File: config.mk
export PLATFORM = sky130hd
export DESIGN_NAME = spi_boot_loader
export DESIGN_NICKNAME = d
export VERILOG_FILES = /design/src/rtl/sbl_pkg.sv /design/src/rtl/sbl_seq.sv /design/src/rtl/sbl_shift.sv /design/src/rtl/sbl_writer.sv /design/src/rtl/spi_boot_loader.sv
export SDC_FILE = /design/constraint.sdc
export NUM_CORES = 1
export LEC_CHECK = 0
export CAP_MARGIN = 20
export CORE_MARGIN = 10
export CORE_UTILIZATION = 35
export DETAILED_ROUTE_END_ITERATION = 10
export GPL_TIMING_DRIVEN = 0
export PLACE_DENSITY_LB_ADDON = 0.08
export SLEW_MARGIN = 40
export SYNTH_ARGS = -nofsm -noshare
export SYNTH_HDL_FRONTEND = slang
export SYNTH_SLANG_ARGS = --single-unit
File: constraint.sdc
create_clock -name clk_i -period 2.4 [get_ports clk_i]
set_input_delay 0.48 -clock clk_i [delete_from_list [all_inputs] [get_ports clk_i]]
set_output_delay 0.48 -clock clk_i [all_outputs]
set_load 0.01 [all_outputs]
File: src/rtl/sbl_pkg.sv
package sbl_pkg;
  localparam int unsigned ADDR_W = 16;
  localparam int unsigned BYTE_W = 8;
  localparam logic [BYTE_W-1:0] CMD_READ = 8'h03;

  typedef enum logic [1:0] {
    SLOT_CMD  = 2'd0,
    SLOT_AH   = 2'd1,
    SLOT_AL   = 2'd2,
    SLOT_DATA = 2'd3
  } slot_e;
endpackage

File: src/rtl/sbl_seq.sv
module sbl_seq
  import sbl_pkg::*;
(
  input  logic clk_i,
  input  logic rst_ni,
  input  logic stop_i,
  output logic sck_o,
  output logic cs_n_o,
  output logic mosi_o,
  output logic cap_o,
  output logic wr_go_o
);
  logic       started_q;
  logic       run_q;
  logic       ph_q;
  logic [2:0] bit_q;
  slot_e      slot_q;

  always_ff @(posedge clk_i or negedge rst_ni) begin
    if (!rst_ni) begin
      started_q <= 1'b0;
      run_q     <= 1'b0;
      ph_q      <= 1'b0;
      bit_q     <= '0;
      slot_q    <= SLOT_CMD;
    end else if (!started_q) begin
      started_q <= 1'b1;
      run_q     <= 1'b1;
    end else if (run_q) begin
      if (stop_i) begin
        run_q <= 1'b0;
        ph_q  <= 1'b0;
      end else begin
        ph_q <= ~ph_q;
        if (ph_q) begin
          bit_q <= bit_q + 3'd1;
          // slot saturates: everything from slot 3 on is data
          if (bit_q == 3'd7 && slot_q != SLOT_DATA) slot_q <= slot_e'(slot_q + 2'd1);
        end
      end
    end
  end

  assign sck_o   = run_q & ph_q;
  assign cs_n_o  = ~run_q;
  assign mosi_o  = run_q && (slot_q == SLOT_CMD) && CMD_READ[~bit_q];
  assign cap_o   = run_q & ~ph_q;
  assign wr_go_o = run_q && ph_q && (bit_q == 3'd7) && (slot_q == SLOT_DATA);

  p_sck_toggle_r3: assert property (@(posedge clk_i) disable iff (!rst_ni)
    (run_q && !stop_i) |=> (sck_o != $past(sck_o)));

  p_sck_idle_r3: assert property (@(posedge clk_i) disable iff (!rst_ni)
    cs_n_o |-> !sck_o);
endmodule

File: src/rtl/sbl_shift.sv
module sbl_shift
  import sbl_pkg::*;
(
  input  logic              clk_i,
  input  logic              rst_ni,
  input  logic              cap_i,
  input  logic              miso_i,
  output logic [BYTE_W-1:0] byte_o
);
  logic [BYTE_W-1:0] sh_q;

  always_ff @(posedge clk_i or negedge rst_ni) begin
    if (!rst_ni) sh_q <= '0;
    else if (cap_i) sh_q <= {sh_q[BYTE_W-2:0], miso_i};
  end

  assign byte_o = sh_q;
endmodule

File: src/rtl/sbl_writer.sv
module sbl_writer
  import sbl_pkg::*;
#(
  parameter int unsigned SIZE_LOG2 = 14
) (
  input  logic              clk_i,
  input  logic              rst_ni,
  input  logic              wr_go_i,
  output logic              we_o,
  output logic [ADDR_W-1:0] addr_o,
  output logic              last_o,
  output logic              done_o
);
  localparam int unsigned NBYTES = 1 << SIZE_LOG2;
  localparam logic [SIZE_LOG2-1:0] LAST_IDX = SIZE_LOG2'(NBYTES - 1);
  localparam logic [ADDR_W-1:0] BASE = ADDR_W'(32'h1_0000 - NBYTES);

  logic                 we_q;
  logic                 done_q;
  logic [SIZE_LOG2-1:0] cnt_q;

  always_ff @(posedge clk_i or negedge rst_ni) begin
    if (!rst_ni) begin
      we_q   <= 1'b0;
      done_q <= 1'b0;
      cnt_q  <= '0;
    end else begin
      we_q <= wr_go_i & ~done_q;
      if (we_q) cnt_q <= cnt_q + 1'b1;
      if (last_o) done_q <= 1'b1;
    end
  end

  assign last_o = we_q && (cnt_q == LAST_IDX);
  assign we_o   = we_q;
  assign done_o = done_q;
  assign addr_o = BASE | {{(ADDR_W-SIZE_LOG2){1'b0}}, cnt_q};

  p_addr_step_r8: assert property (@(posedge clk_i) disable iff (!rst_ni)
    we_q |=> (cnt_q == $past(cnt_q) + 1'b1));

  p_addr_hold_r8: assert property (@(posedge clk_i) disable iff (!rst_ni)
    !we_q |=> $stable(cnt_q));

  p_done_hold_r9: assert property (@(posedge clk_i) disable iff (!rst_ni)
    done_q |=> done_q);
endmodule

File: src/rtl/spi_boot_loader.sv
module spi_boot_loader
  import sbl_pkg::*;
#(
  parameter int unsigned SIZE_LOG2 = 14
) (
  input  logic        clk_i,
  input  logic        rst_ni,
  output logic        spi_sck_o,
  output logic        spi_cs_no,
  output logic        spi_mosi_o,
  input  logic        spi_miso_i,
  output logic [15:0] ram_addr_o,
  output logic [7:0]  ram_data_o,
  output logic        ram_we_o,
  output logic        bus_oe_o,
  output logic        cpu_rst_no,
  output logic        done_o
);
  logic cap, wr_go, last, done;

  sbl_seq u_seq (
    .clk_i   (clk_i),
    .rst_ni  (rst_ni),
    .stop_i  (last),
    .sck_o   (spi_sck_o),
    .cs_n_o  (spi_cs_no),
    .mosi_o  (spi_mosi_o),
    .cap_o   (cap),
    .wr_go_o (wr_go)
  );

  sbl_shift u_shift (
    .clk_i  (clk_i),
    .rst_ni (rst_ni),
    .cap_i  (cap),
    .miso_i (spi_miso_i),
    .byte_o (ram_data_o)
  );

  sbl_writer #(.SIZE_LOG2(SIZE_LOG2)) u_wr (
    .clk_i   (clk_i),
    .rst_ni  (rst_ni),
    .wr_go_i (wr_go),
    .we_o    (ram_we_o),
    .addr_o  (ram_addr_o),
    .last_o  (last),
    .done_o  (done)
  );

  assign bus_oe_o   = ~spi_cs_no;
  assign done_o     = done;
  assign cpu_rst_no = done;

  p_we_sel_r7: assert property (@(posedge clk_i) disable iff (!rst_ni)
    ram_we_o |-> (!spi_cs_no && !spi_sck_o));

  p_we_mosi_r5: assert property (@(posedge clk_i) disable iff (!rst_ni)
    ram_we_o |-> !spi_mosi_o);

  p_release_r9: assert property (@(posedge clk_i) disable iff (!rst_ni)
    $rose(cpu_rst_no) |-> (spi_cs_no && !bus_oe_o));

  p_we_pulse_r7: assert property (@(posedge clk_i) disable iff (!rst_ni)
    ram_we_o |=> !ram_we_o);
endmodule

==> impl_metrics.ini, run 1 <==
[clocking]
cts_max_path_buffers = 2
cts_setup_buffers = 0
worstSkewPairLatency_ps = 280
cts_resized = 0
cts_tree = built
cts_root_buffer = clkbuf_8
cts_sinks = 32
numCtsBuffers = 5
clk_pin_slew_ps = 70
htreeDepth = 2
cts_hold_buf = 0

[yosys]
yosysMostFrequentCell = dfrtp_1
yosysSeqAreaShare = 0.5714
avgSynthCellArea_um2 = 13.10
syn_area_um2 = 1401
synth-async-reset-ratio = 1.000
netlist_instances = 107
synth.area.top_cells = dfrtp_1, mux2_2, xnor2_1
yosys.area.top_type = dfrtp_1
synth.top_cells.by_count = dfrtp_1, mux2_2, nand2_1, xnor2_1, xor2_1
synth_seq_cells = 32
yosysTopAreaCellShare = 0.5714
synth_top_flop_cell = dfrtp_1
synth_edf_count = 0
yosysWarnings = 0
synth_cell_types = 28

[final_layout]
area_growth_pct = 37.59
nets = 156
drive_gt1_frac = 0.2013
fillers = 344
design_area_um2 = 1928
antenna_cells = 0

[hold_path]
hold_class = input port to asynchronous set/reset pin

[detailed_routing]
drc = 0
ant_nets = 0
vias = 907
dr.pass1.iters = 4
viasPerCell = 4.604
routedWlPerCell_um = 13.46
drtIter0Drc = 43
wirelength_um = 2652

[critical_path]
critPathArrivalTime_ps = 1630
crit_fanout = 3
reg2reg_slack_ps = 510
worst_ep_required_time_ps = 1920
worstSetupPathType = flip-flop to primary output
critPathCaptureType = primary output
setup.worst_path.start_class = flip-flop

[run_status]
status = finished clean

[grt]
grt.met2_usage = 0.1250
grt_overflow = 0
first_global_vias = 996
use_met3 = 0.05957
busiest_layer = met2
grt_pass1_wl_um = 4712
met1_usage = 0.08775
antenna_found_initial = 0
grt_start_max_net_pins = 23
grt_use_total = 0.08492

[sta]
fmax_ghz = 0.4744
setup_tns_ps = 0
rsz0062_at_grt = no
hold_violations = 0
setup_viol = 0
holdWs_ps = 75.16
max_slew_margin = 0.5884
drv_slew = 0
post-route-period-util = 0.8783
max_slew.worst_pin.slew_ps = 615.2
clock_skew_ps = 9.094
period_minus_slack_ps = 2108

[floorplan]
die_x_um = 83.28
rows = 22
core_area_um2 = 3771
ios = 34
start_util = 0.3716
chipHeight_um = 83.28
dieArea_um2 = 6935

[placed_design]
place_area_um2 = 1802
place_congestion = 0.6979
portBuffers = 31
dpl.hpwl_um = 2042

[power_and_ir_drop]
p_leak_nw = 0.8978
total_power_w = 0.001676
ir_drop_mv = 0.5059
power_density_nw_per_um2 = 869.0

[run]
maxCapViolations = 0
[state kept, by name (all words and copies together) (netlist names)]
register,cells
u_seq.bit_q,3
u_wr.we_o,1
u_seq.ph_q,1
u_shift.byte_o,8
u_wr.cnt_q,14
u_wr.done_o,1
u_seq.slot_q,2
u_seq.run_q,1
u_seq.started_q,1
[logic make-up after synthesis]
group	count (synthesis)	share of synthesized area
xor gates and xnor gates	15	0.09375
buffers and inverters	7	0.02678
AOI/OAI and AO/OA	2	0.008927
muxes	12	0.09910
DFF	32	0.5714
and+or+nand+nor	33	0.1527
adders and majority gates	5	0.04464
other	1	0.002676
[cell type report]
class,instances,area [um^2],area share
clock buffer,7,96.34,0.04997
buffer,3,22.52,0.01168
timing repair buffer,32,332.8,0.1726
clock inverter,1,30.03,0.01557
inverter,4,15.01,0.007787
multi-input combinational,70,570.5,0.2959
sequential,32,800.8,0.4153
tap,48,60.06,0.03115
[per-layer routing]
layer / vias to the layer above / share of wire
met2: 28 / 0.48
met4: 0 / 0.011
met1: 443 / 0.42
li1: 434 / -
met3: 2 / 0.094
met5: - / 0
[power by group]
group | internal, W | switching (W) | total, W
Clock | 0.000366 | 0.000190 | 0.000556
Combinational | 0.000246 | 0.000148 | 0.000394
Sequential | 0.000648 | 0.0000775 | 0.000725
[placed cells by master, fill, tap and decap left out, types with 2 or more instances in the layout]
master,n
xor2_1,6
clkbuf_8,7
xnor2_1,9
nor3_1,3
dfrtp_1,32
mux2_2,9
clkdlybuf4s50_1,30
nand3_1,4
conb_1,3
ha_1,5
nand2_1,9
nor2_1,5
buf_4,3
mux2_1,2
inv_1,4
[metrics by stage]
stage	setup WS (ps)	instances	utilization
floorplan	561.8	109	-
global placement	224.5	188	0.4718
detailed placement	492.1	189	0.4778
CTS	264.4	197	0.5113
global route	186.7	197	0.5113
finish	292.0	197	0.5113
[critical path: stages, from the launching register on]
cell and delay (ps):
dfrtp_1 400, inv_1 70, ha_1 150, and4_1 190
clkdlybuf4s50_1 530
[final timing paths]
| path | startpoint | endpoint | depth (start not counted) |
|---|---|---|---|
| hold reg to reg | u_seq.bit_q[0] | u_seq.bit_q[0] | 1 |
| setup reg to reg | u_wr.cnt_q[0] | u_seq.slot_q[1] | 5 |
| max in group asynchronous | rst_ni | u_seq.ph_q | 2 |
| min in group clk_i | u_seq.bit_q[0] | u_seq.bit_q[0] | 1 |
| hold / removal | rst_ni | u_wr.cnt_q[0] | 1 |
| setup / recovery | u_seq.slot_q[0] | spi_mosi_o | 4 |
Note: power is estimated with default switching activity, not from simulation.
==> run 2: changes to the inputs <==
--- a/config.mk
+++ b/config.mk
@@ -5,11 +5,12 @@
 export SDC_FILE = /design/constraint.sdc
 export NUM_CORES = 1
 export LEC_CHECK = 0
-export CAP_MARGIN = 20
+export CAP_MARGIN = 10
 export CORE_MARGIN = 10
 export CORE_UTILIZATION = 35
 export DETAILED_ROUTE_END_ITERATION = 10
 export GPL_TIMING_DRIVEN = 0
+export HOLD_SLACK_MARGIN = 0.12
 export PLACE_DENSITY_LB_ADDON = 0.08
 export SLEW_MARGIN = 40
 export SYNTH_ARGS = -nofsm -noshare
==> run 2 against run 1 <==
Final cell count up 0.51%. Count of clock-buffer cells in the layout unchanged. Utilization up 0.27 points. Sequential cell count unchanged. Combinational power about the same. Clock skew unchanged. Total power about the same. Sequential power about the same. Critical endpoint unchanged. Largest cell class unchanged. Largest power group unchanged.
==> impl_metrics.ini, run 2 (synthesis results as in run 1) <==
[power_and_ir_drop]
p_leak_nw = 0.9020
ir_drop_mv = 0.5060
power_density_nw_per_um2 = 865.2

[floorplan]
dieArea_um2 = 6935
core_area_um2 = 3771
chipHeight_um = 83.28
rows = 22
die_x_um = 83.28
start_util = 0.3716
ios = 34

[critical_path]
critPathMaxStageDelay_ps = 530
crit_fanout = 3
critPathCaptureType = primary output
setup.worst_path.start_class = flip-flop
worst_ep_required_time_ps = 1920
critPathArrivalTime_ps = 1630
path_cells = inv_1 > ha_1 > and4_1 > clkdlybuf4s50_1
worstSetupPathType = flip-flop to primary output
crit_slowest_cell = clkdlybuf4s50_1

[placed_design]
place_inst = 189
portBuffers = 31
dpl.hpwl_um = 2042
place_congestion = 0.6979

[sta]
max_slew_margin = 0.5884
clock_skew_ps = 9.094
hold_violations = 0
fmax_ghz = 0.4744
drv_slew = 0
post-route-period-util = 0.8783
rsz0062_at_grt = no
period_minus_slack_ps = 2108
max_slew.worst_pin.slew_ps = 615.2
setup_tns_ps = 0
setup_viol = 0

[grt]
grt_overflow = 0
first_global_vias = 999
grt_use_total = 0.08495
grt_start_max_net_pins = 23
grt_pass1_wl_um = 4719
antenna_found_initial = 0

[clocking]
cts_tree = built
cts_setup_buffers = 0
cts_resized = 0
numCtsBuffers = 5
clk_pin_slew_ps = 70
worstSkewPairLatency_ps = 280
cts_sinks = 32
cts_root_buffer = clkbuf_8
cts_hold_buf = 1
htreeDepth = 2
cts_max_path_buffers = 2

[detailed_routing]
drc = 0
wirelength_um = 2659
drtIter0Drc = 42
viasPerCell = 4.591
ant_nets = 0
routedWlPerCell_um = 13.43
top_layer = met4
wl_met3_um = 262
vias = 909
wl_met2_um = 1263
met1Wirelength_um = 1103
dr.pass1.iters = 4

[final_layout]
top_register = u_wr.cnt_q
final_common_cell = dfrtp_1
largest_reg_flops = 14
nets = 157
area_growth_pct = 38.30
layoutNonFillerInstCount = 198
antenna_cells = 0
drive_gt1_frac = 0.2000
most-common-layout-cells = dfrtp_1, clkdlybuf4s50_1, nand2_1, xnor2_1, mux2_2
fillers = 343

[run_status]
status = finished clean

[hold_path]
hold_class = flip-flop to flip-flop

[run]
maxCapViolations = 0
==> run 2: report_power, final <==
part	leakage, nW	switching (W)	internal, W
Combinational	0.427	0.000148	0.000248
Clock	0.0645	0.000190	0.000366
Sequential	0.411	0.0000775	0.000648
==> run 2: final cells by class <==
class / instances / area [um^2] / share of cell area
sequential: 32 / 800.8 / 0.4132
multi-input combinational: 70 / 570.5 / 0.2944
timing repair buffer: 33 / 342.8 / 0.1769
clock buffer: 7 / 96.34 / 0.04971
tap: 48 / 60.06 / 0.03099
clock inverter: 1 / 30.03 / 0.01549
buffer: 3 / 22.52 / 0.01162
inverter: 4 / 15.01 / 0.007747
==> run 2: metrics by stage <==
step / setup WS [ps] / power, W / utilization / cell area (um^2) / hold WS [ps]
floorplan: 561.8 / 0.0009225 / - / 1409 / 184.4
global placement: 224.5 / 0.001121 / 0.4718 / 1779 / 460.7
detailed placement: 492.1 / 0.001140 / 0.4778 / 1802 / 385.1
CTS: 264.4 / 0.001710 / 0.5139 / 1938 / 484.8
global route: 186.7 / 0.001791 / 0.5139 / 1938 / 498.5
finish: 292.0 / 0.001677 / 0.5139 / 1938 / 481.8
==> run 2: final timing paths <==
kind                                  from               to  slack [ps]  depth (start not counted)
max                        u_seq.slot_q[0]       spi_mosi_o         290                          4
min                         u_seq.bit_q[0]   u_seq.bit_q[0]         480                          1
max reg2reg                  u_wr.cnt_q[0]  u_seq.slot_q[1]         510                          5
min reg2reg                 u_seq.bit_q[0]   u_seq.bit_q[0]         480                          1
max in group asynchronous           rst_ni       u_seq.ph_q        1380                          3
min in group asynchronous           rst_ni    u_wr.cnt_q[0]         620                          2
==> run 2: critical path, delay by kind of cell, from the launching register on <==
kind | cells | cell delay (ps)
fa+ha+maj | 1 | 150
buf+inv | 2 | 600
flops | 1 | 400
simple gates | 1 | 190
==> run 2: routing by layer <==
metal,track usage,up-vias
li1,-,436
met1,0.08728,443
met2,0.1250,28
met3,0.06055,2
met4,0.04615,0
met5,0,-
